<file path="src/rtl/burst_seq_pkg.sv">
package burst_seq_pkg;
    // Width of the beat counter; four beats per burst.
    parameter int unsigned BEAT_W = 2;

    typedef enum logic [2:0] {
        ST_IDLE  = 3'd0,
        ST_BEAT0 = 3'd1,
        ST_BEAT1 = 3'd2,
        ST_BEAT2 = 3'd3,
        ST_BEAT3 = 3'd4
    } seq_state_t;
endpackage

</file>
<file path="src/rtl/burst_seq_fsm.sv">
module burst_seq_fsm
    import burst_seq_pkg::*;
(
    input  logic              clk,
    input  logic              rst_n,
    input  logic              load_i,
    input  logic              adv_i,
    output logic              active_o,
    output logic [BEAT_W-1:0] beat_o
);
    seq_state_t state_q;
    seq_state_t state_d;

    // Next-state selection: a start overrides an advance.
    always_comb begin
        state_d = state_q;
        if (load_i) begin
            state_d = ST_BEAT0;
        end else if (adv_i) begin
            unique case (state_q)
                ST_IDLE:  state_d = ST_IDLE;
                ST_BEAT0: state_d = ST_BEAT1;
                ST_BEAT1: state_d = ST_BEAT2;
                ST_BEAT2: state_d = ST_BEAT3;
                ST_BEAT3: state_d = ST_BEAT0;
                default:  state_d = ST_IDLE;
            endcase
        end
    end

    // State register.
    always_ff @(posedge clk or negedge rst_n) begin
        if (!rst_n) state_q <= ST_IDLE;
        else        state_q <= state_d;
    end

    // Outputs decoded from the state.
    always_comb begin
        active_o = 1'b1;
        beat_o   = '0;
        unique case (state_q)
            ST_IDLE:  begin active_o = 1'b0; beat_o = BEAT_W'(0); end
            ST_BEAT0: beat_o = BEAT_W'(0);
            ST_BEAT1: beat_o = BEAT_W'(1);
            ST_BEAT2: beat_o = BEAT_W'(2);
            ST_BEAT3: beat_o = BEAT_W'(3);
            default:  begin active_o = 1'b0; beat_o = '0; end
        endcase
    end
endmodule

</file>
<file path="src/rtl/burst_low_gen.sv">
module burst_low_gen
    import burst_seq_pkg::*;
(
    input  logic [BEAT_W-1:0] start_i,
    input  logic [BEAT_W-1:0] beat_i,
    input  logic              linear_i,
    output logic [BEAT_W-1:0] low_o
);
    logic [BEAT_W-1:0] lin_low;
    logic [BEAT_W-1:0] xor_low;

    assign lin_low = start_i + beat_i;
    assign xor_low = start_i ^ beat_i;
    assign low_o   = linear_i ? lin_low : xor_low;
endmodule

</file>
<file path="src/rtl/burst_addr_seq.sv">
module burst_addr_seq
    import burst_seq_pkg::*;
#(
    parameter int unsigned ADDR_W = 8
) (
    input  logic              clk,
    input  logic              rst_n,
    input  logic              load_i,
    input  logic [ADDR_W-1:0] base_addr_i,
    input  logic              adv_i,
    input  logic              order_lin_i,
    output logic [ADDR_W-1:0] addr_o
);
    localparam int unsigned HI_W = ADDR_W - BEAT_W;

    logic [ADDR_W-1:0] base_q;
    logic              order_q;
    logic              active;
    logic [BEAT_W-1:0] beat;
    logic [BEAT_W-1:0] low;

    // Base and order are captured only on a start.
    always_ff @(posedge clk or negedge rst_n) begin
        if (!rst_n) begin
            base_q  <= '0;
            order_q <= 1'b0;
        end else if (load_i) begin
            base_q  <= base_addr_i;
            order_q <= order_lin_i;
        end
    end

    burst_seq_fsm u_fsm (
        .clk      (clk),
        .rst_n    (rst_n),
        .load_i   (load_i),
        .adv_i    (adv_i),
        .active_o (active),
        .beat_o   (beat)
    );

    burst_low_gen u_low (
        .start_i  (base_q[BEAT_W-1:0]),
        .beat_i   (beat),
        .linear_i (order_q),
        .low_o    (low)
    );

    assign addr_o = active ? {base_q[ADDR_W-1:BEAT_W], low}
                           : {HI_W'(0), BEAT_W'(0)};
endmodule

</file>
<file path="config.mk">
export PLATFORM = sky130hd
export DESIGN_NAME = burst_addr_seq
export DESIGN_NICKNAME = d
export VERILOG_FILES = /design/src/rtl/burst_seq_pkg.sv /design/src/rtl/burst_seq_fsm.sv /design/src/rtl/burst_low_gen.sv /design/src/rtl/burst_addr_seq.sv
export SDC_FILE = /design/constraint.sdc
export NUM_CORES = 1
export LEC_CHECK = 0
export ABC_AREA = 1
export CAP_MARGIN = 20
export CORE_MARGIN = 2
export CORE_UTILIZATION = 35
export CTS_CLUSTER_DIAMETER = 60
export DETAILED_ROUTE_END_ITERATION = 16
export PLACE_DENSITY_LB_ADDON = 0.1
export SLEW_MARGIN = 20
export SYNTH_ARGS = -nofsm -noshare
export SYNTH_HDL_FRONTEND = slang
export SYNTH_HIERARCHICAL = 1
export SYNTH_SLANG_ARGS = --single-unit
</file>
<file path="constraint.sdc">
create_clock -name clk -period 3.3 [get_ports clk]
set_input_delay 0.99 -clock clk [delete_from_list [all_inputs] [get_ports clk]]
set_output_delay 0.99 -clock clk [all_outputs]
set_load 0.02 [all_outputs]
</file>
==> results.yml, run 1 <==
sta:
  timing_max_transition_violations_final: 0
  final.setup.tns_ns: 0
  final.min_clock_period_ns: 3.08
  max-slew-margin-rel_pct: 57.4
  finClkSkew_ns: 0.000443
  finalHoldViolations: 0
  final.hold.worst_slack_ns: 0.475
  postLayoutSetupSlackWorst_ns: 0.218
  rsz_0062_raised_after_global_routing: "false"
  setup_viol_count_final: 0
  min_period_over_period_pct: 93.4
  achievable-frequency_mhz: 324
  timing_worst_slew_pin_value_ns: 0.637
cells_and_area:
  post_route_cells_drive_above_1_share_pct: 7.76
  post_layout_nonfiller_instances: 141
  insertedDiodeCount: 0
  num-nets-final: 132
  flow.area_growth_from_synthesis_pct: 36.2
  finalCoreUtilization_pct: 51.3
  most-common-layout-cells: "49 x nand2_1, 20 x clkdlybuf4s50_1, 14 x inv_1"
  most_frequent_standard_cell_in_the_layout_excluding_fill_and_tap_cells: "nand2_1"
placed_design:
  place_worst_setup_slack_ns: 0.486
  dp.cells: 138
  dp.final_hpwl_mm: 1.06
  numPortBuffers: 20
  globalplace.congestion: 0.781
worst_hold_path:
  whs_path_depth: 2
  hold_class: "reg2reg"
  hold_start: "base_q[4]$_DFFE_PN0P_"
global_routing:
  first_global_vias: 582
  grt_first_pass_wirelength_mm: 2.43
  grt_overflow: 0
  pin_count_of_the_biggest_net_entering_global_routing: 14
  grt.total_usage_pct: 15.8
  antenna_found_initial: 0
synthesis:
  netlist_area_sq_um: 657
  yosysSeqAreaShare_pct: 45.7
  postSynthCellCount: 95
  synth-warning-count: 6
  synth.net_count: 109
  netlist-cell-type-count: 14
  synth.avg_cell_area_sq_um: 6.91
  ys_ff_latch: 12
worst_setup_path:
  crit-reg2reg-launch: "u_fsm/state_q[1]$_DFFE_PN0P_"
  startpoint: "u_fsm/state_q[1]$_DFFE_PN0P_"
  worst-setup-path-type: "reg2out"
  timing.critical_path.arrival_ns: 2.09
  reg2regPathDepth: 5
  worstSetupEndpointType: "primary output"
  worstPathMaxFanout: 6
  worst-endpoint-required_ns: 2.31
  worst_setup_path_start_kind: "flip-flop"
clocking:
  number_of_buffers_inserted_during_clock_tree_synthesis: 3
  cts-resized-gates: 0
  clock_pin_slew_on_the_worst_setup_and_hold_paths_ns: 0.08
  tritoncts_clock_tree: "built"
  cts.hold.buffers_added: 0
  cts_setup_buffers: 0
  clock_latency_ns: 0.26
  cts_htree_levels: 1
  clock_tree.buffer_depth: 2
  clk_root_buf: "clkbuf_4"
  cts.sink_count: 12
route:
  antenna_violating_nets_post_route: 0
  detail_route.iter0.violations: 6
  routedWlPerCell_microns: 9.50
  detail_route.first_pass.iterations: 4
  routed-via-count: 605
  routed_wirelength_mm: 1.34
  avgViaCountPerCell: 4.29
  drc: 0
floorplanning:
  floorplan.die.height_microns: 47.3
  core_area_sq_mm: 0.00175
  initial_core_util_pct: 37.6
  die-area_sq_mm: 0.00224
  die_x_microns: 47.3
  io_pins: 21
  std_cell_rows: 15
pwr:
  pwr_density_cell_mw_per_mm2: 412
  worst_ir_drop_vdd_mv: 0.233
  leakagePower_nw: 0.515
status:
  status: "complete, no violations"
flow_run:
  cap_violations: 0
[registers in the layout, indices dropped and copies added, names as in the netlist]
register	cells
base_q	8
u_fsm/state_q	3
order_q	1
[through the flow]
stage	power, mW	cell area (sq um)
global placement	0.283	872
finish	0.369	895
detailed placement	0.286	872
CTS	0.374	895
floorplan	0.234	657
global route	0.394	895
[layout make-up]
type                            count  area (sq um)
Clock buffer                        3          22.5
Tap cell                           25          31.3
Fill cell                         184           851
Multi-Input combinational cell     64           269
Timing Repair Buffer               20           200
Inverter                           17          71.3
Sequential cell                    12           300
[kinds of logic after synthesis]
kind of cell | synth area share (%)
buffers and inverters | 13.3
AO/OA/AOI/OAI | 1.52
adder cells (fa/ha/maj) | 1.90
AND/OR/NAND/NOR | 37.5
flip-flops | 45.7
[critical path: stages (launching register included)]
cell and delay (ns):
dfrtp_1 0.43, nor2_2 0.16, nand2_2 0.08, nand2_2 0.08, ha_1 0.13, nand2_1 0.06
nand3_1 0.08, nand2_1 0.06, inv_1 0.05, nand2_1 0.05, inv_2 0.06, clkdlybuf4s50_1 0.58
[routing by layer]
layer	global-route usage [%]	up-vias	part of all wire (%)
met2	26.2	14	51
li1	-	323	-
met4	6.67	0	1.1
met5	0	-	0
met3	2.31	2	3.5
met1	20.3	266	45
[report_power, final]
group          internal (mW)  total [mW]  leakage (nW)  switching, mW
logic                 0.0520       0.112         0.354         0.0596
registers              0.159       0.169         0.147        0.00967
clock network         0.0422      0.0883        0.0138         0.0461
[synth_stat cells]
library cell / number / area, sq um
a21oi_1: 2 / 10.0
buf_2: 1 / 5.00
buf_6: 1 / 11.3
dfrtp_1: 12 / 300
ha_1: 1 / 12.5
inv_1: 14 / 52.6
inv_2: 2 / 7.51
inv_8: 1 / 11.3
nand2_1: 49 / 184
nand2_2: 2 / 12.5
nand3_1: 6 / 30.0
nand4_1: 1 / 6.26
nor2_1: 2 / 7.51
nor2_2: 1 / 6.26
[worst paths after layout]
kind | endpoint | slack [ns]
worst max-delay path | addr_o[1] | 0.22
worst min-delay path | base_q[4]$_DFFE_PN0P_ | 0.47
worst max register to register | u_fsm/state_q[0]$_DFFE_PN0P_ | 2.38
worst min register to register | base_q[4]$_DFFE_PN0P_ | 0.47
max in group asynchronous | base_q[2]$_DFFE_PN0P_ | 1.89
min in group asynchronous | base_q[0]$_DFFE_PN0P_ | 1.06
Note: power is estimated with default switching activity, not from simulation.
==> run 2: changes to the inputs <==
--- a/config.mk
+++ b/config.mk
@@ -5,7 +5,6 @@
 export SDC_FILE = /design/constraint.sdc
 export NUM_CORES = 1
 export LEC_CHECK = 0
-export ABC_AREA = 1
 export CAP_MARGIN = 20
 export CORE_MARGIN = 2
 export CORE_UTILIZATION = 35
==> run 2 against run 1 <==
  * Final cell count down 30%
  * Routed wire length decreased by 9.4%
  * Via count down 25%
  * Critical path type unchanged
  * Register-to-register slack worse by 0.08 ns
  * Largest power group unchanged
  * Die area rose by 3.0%
  * Non-clock buffer count up 1
  * Critical endpoint unchanged
  * Count of clock-buffer cells in the layout is the same
  * Area after synthesis rose by 3.2%
  * Total power grew 2.8%
  * Clock skew about the same
==> results.yml, run 2 <==
global_routing:
  grt-busiest-layer: "met2"
  use_met2_pct: 20.3
  grt_overflow: 0
  grt_first_pass_wirelength_mm: 1.93
  antenna_found_initial: 0
  pin_count_of_the_biggest_net_entering_global_routing: 13
  grt_use_met3_pct: 6.79
  grt.met1_usage_pct: 15.4
  grt.total_usage_pct: 13.3
  first_global_vias: 428
route:
  avgViaCountPerCell: 4.58
  antenna_violating_nets_post_route: 0
  routed-via-count: 453
  routedWlPerCell_microns: 12.3
  routed_wirelength_mm: 1.21
  detail_route.first_pass.iterations: 3
  drc: 0
  detail_route.iter0.violations: 2
pwr:
  netSwitchingPower_mw: 0.104
  worst_ir_drop_vdd_mv: 0.193
  power.combinational.fraction_pct: 31.8
  total_power_mw: 0.379
  cell_internal_pwr_mw: 0.275
  leakagePower_nw: 0.392
  pwr_density_cell_mw_per_mm2: 424
  netSwitchingFraction_pct: 27.4
  power.share.sequential_pct: 45.3
  clkPwrFrac_pct: 22.9
sta:
  timing_worst_slew_pin_value_ns: 0.662
  max-slew-margin-rel_pct: 55.7
  final.hold.worst_slack_ns: 0.511
  min_period_over_period_pct: 93.4
  setup_viol_count_final: 0
  postLayoutSetupSlackWorst_ns: 0.218
  final.setup.tns_ns: 0
  final.min_clock_period_ns: 3.08
  timing_max_transition_violations_final: 0
  finalHoldViolations: 0
  rsz_0062_raised_after_global_routing: "false"
  achievable-frequency_mhz: 324
  finClkSkew_ns: 0.000160
worst_setup_path:
  worst-path-buf-inv: 1
  worst-setup-path-type: "reg2out"
  minimum_setup_slack_among_reg_to_reg_paths_ns: 2.30
  cpLargestDelayFamily: "buffers and inverters"
  crit_path_max_delay_cell_type: "clkdlybuf4s50_1"
  timing.critical_path.arrival_ns: 2.09
  timing.rr.end: "u_fsm/state_q[1]$_DFFE_PN0P_"
  worstPathMaxFanout: 9
  cp_cell_sequence: "nand2b_1, o21ai_0, xor2_1, xnor2_1, and2_1, clkdlybuf4s50_1"
  worstSetupEndpointType: "primary output"
  crit-reg2reg-launch: "u_fsm/state_q[2]$_DFFE_PN0P_"
  worst_setup_path_start_kind: "flip-flop"
  reg2regPathDepth: 2
  largest_stage_delay_on_the_critical_path_ns: 0.59
  worst-endpoint-required_ns: 2.31
synthesis:
  ys_async_sr_fraction_pct: 100
  yosysSeqAreaShare_pct: 44.3
  synth_top_cell_area_share_pct: 44.3
  postSynthCellCount: 54
  synth-warning-count: 6
  ys_top_cells_by_area: "dfrtp_1 44%, mux2_4 20%, and2_1 7.4%, xnor2_1 3.9%, nand2b_1 3.7%"
  synth.net_count: 68
  netlist_area_sq_um: 678
  dominantRegCellSynth: "dfrtp_1"
  ys_ff_latch: 12
  synth_most_common_cell: "dfrtp_1"
  synth.cells.most_frequent: "12 x dfrtp_1, 9 x mux2_4, 8 x and2_1, 4 x nand2b_1, 3 x xnor2_1"
  synth_edf_count: 0
  netlist-cell-type-count: 20
  synth_top_area_cell: "dfrtp_1"
  synth.avg_cell_area_sq_um: 12.6
clocking:
  cts_htree_levels: 1
  cts.hold.buffers_added: 0
  cts_setup_buffers: 0
  clock_pin_slew_on_the_worst_setup_and_hold_paths_ns: 0.06
  number_of_buffers_inserted_during_clock_tree_synthesis: 3
  clock_tree.buffer_depth: 2
  tritoncts_clock_tree: "built"
  clk_root_buf: "clkbuf_4"
  cts.sink_count: 12
  clock_latency_ns: 0.26
  cts-resized-gates: 0
cells_and_area:
  most_frequent_standard_cell_in_the_layout_excluding_fill_and_tap_cells: "clkdlybuf4s50_1"
  max_flop_register: "base_q"
  finalCoreUtilization_pct: 50.2
  insertedDiodeCount: 0
  largest_register_ff_count: 8
  num-nets-final: 90
  most-common-layout-cells: "20 x clkdlybuf4s50_1, 12 x dfrtp_1, 9 x mux2_4"
  post_layout_nonfiller_instances: 99
  largest_registers: "base_q: 8 flops, u_fsm/state_q: 3 flops, order_q: 1 flops"
  post-route-cell-area_sq_um: 895
  flow.area_growth_from_synthesis_pct: 31.9
  post_route_cells_drive_above_1_share_pct: 17.6
placed_design:
  globalplace.congestion: 0.654
  dp.cells: 96
  dpl-instance-area_sq_um: 872
  place_worst_setup_slack_ns: 0.491
  numPortBuffers: 20
  dp.final_hpwl_microns: 878
status:
  status: "complete, no violations"
floorplanning:
  die-area_sq_mm: 0.00231
  floorplan.die.height_microns: 48.0
  std_cell_rows: 15
  io_pins: 21
  initial_core_util_pct: 38.0
  core_area_sq_mm: 0.00178
  die_x_microns: 48.0
flow_run:
  cap_violations: 0
worst_hold_path:
  hold_start: "base_q[6]$_DFFE_PN0P_"
  whs_path_depth: 1
  holdPathEnd: "base_q[6]$_DFFE_PN0P_"
  hold_class: "reg2reg"
==> run 2: final cells by class <==
class	instances	area, sq um
inverter	1	3.75
clock buffer	3	22.5
multi-input combinational	37	329
sequential	12	300
tap	25	31.3
fill	172	888
timing repair buffer	21	208
==> run 2: cells by family after synthesis <==
logic type	synth area share [%]
compound gates	5.16
flops	44.3
buf+inv	7.19
xor+xnor	5.17
fa+ha+maj	1.84
mux	19.9
simple gates	16.4
==> run 2: power groups by stage <==
stage / logic (mW) / registers, mW / clock network (mW)
3_5_place_dp: 0.123 / 0.174 / 0
5_1_grt: 0.130 / 0.174 / 0.102
4_1_cts: 0.123 / 0.172 / 0.0931
6_report: 0.121 / 0.172 / 0.0867
2_1_floorplan: 0.0770 / 0.168 / 0
3_3_place_gp: 0.121 / 0.174 / 0
==> run 2: how the worst max path moves through the flow <==
stage | start | endpoint | cells past startpoint
floorplan | u_fsm/state_q[0]$_DFFE_PN0P_ | addr_o[1] | 6
global placement | u_fsm/state_q[1]$_DFFE_PN0P_ | addr_o[1] | 7
detailed placement | u_fsm/state_q[0]$_DFFE_PN0P_ | addr_o[1] | 6
CTS | u_fsm/state_q[0]$_DFFE_PN0P_ | addr_o[1] | 6
global route | u_fsm/state_q[0]$_DFFE_PN0P_ | addr_o[1] | 6
finish | u_fsm/state_q[0]$_DFFE_PN0P_ | addr_o[1] | 6
==> run 2: routing by layer <==
metal,share of wire (%),vias up
met2,49,14
met3,5.9,2
li1,-,220
met1,44,217
met5,0,-
met4,1.1,0
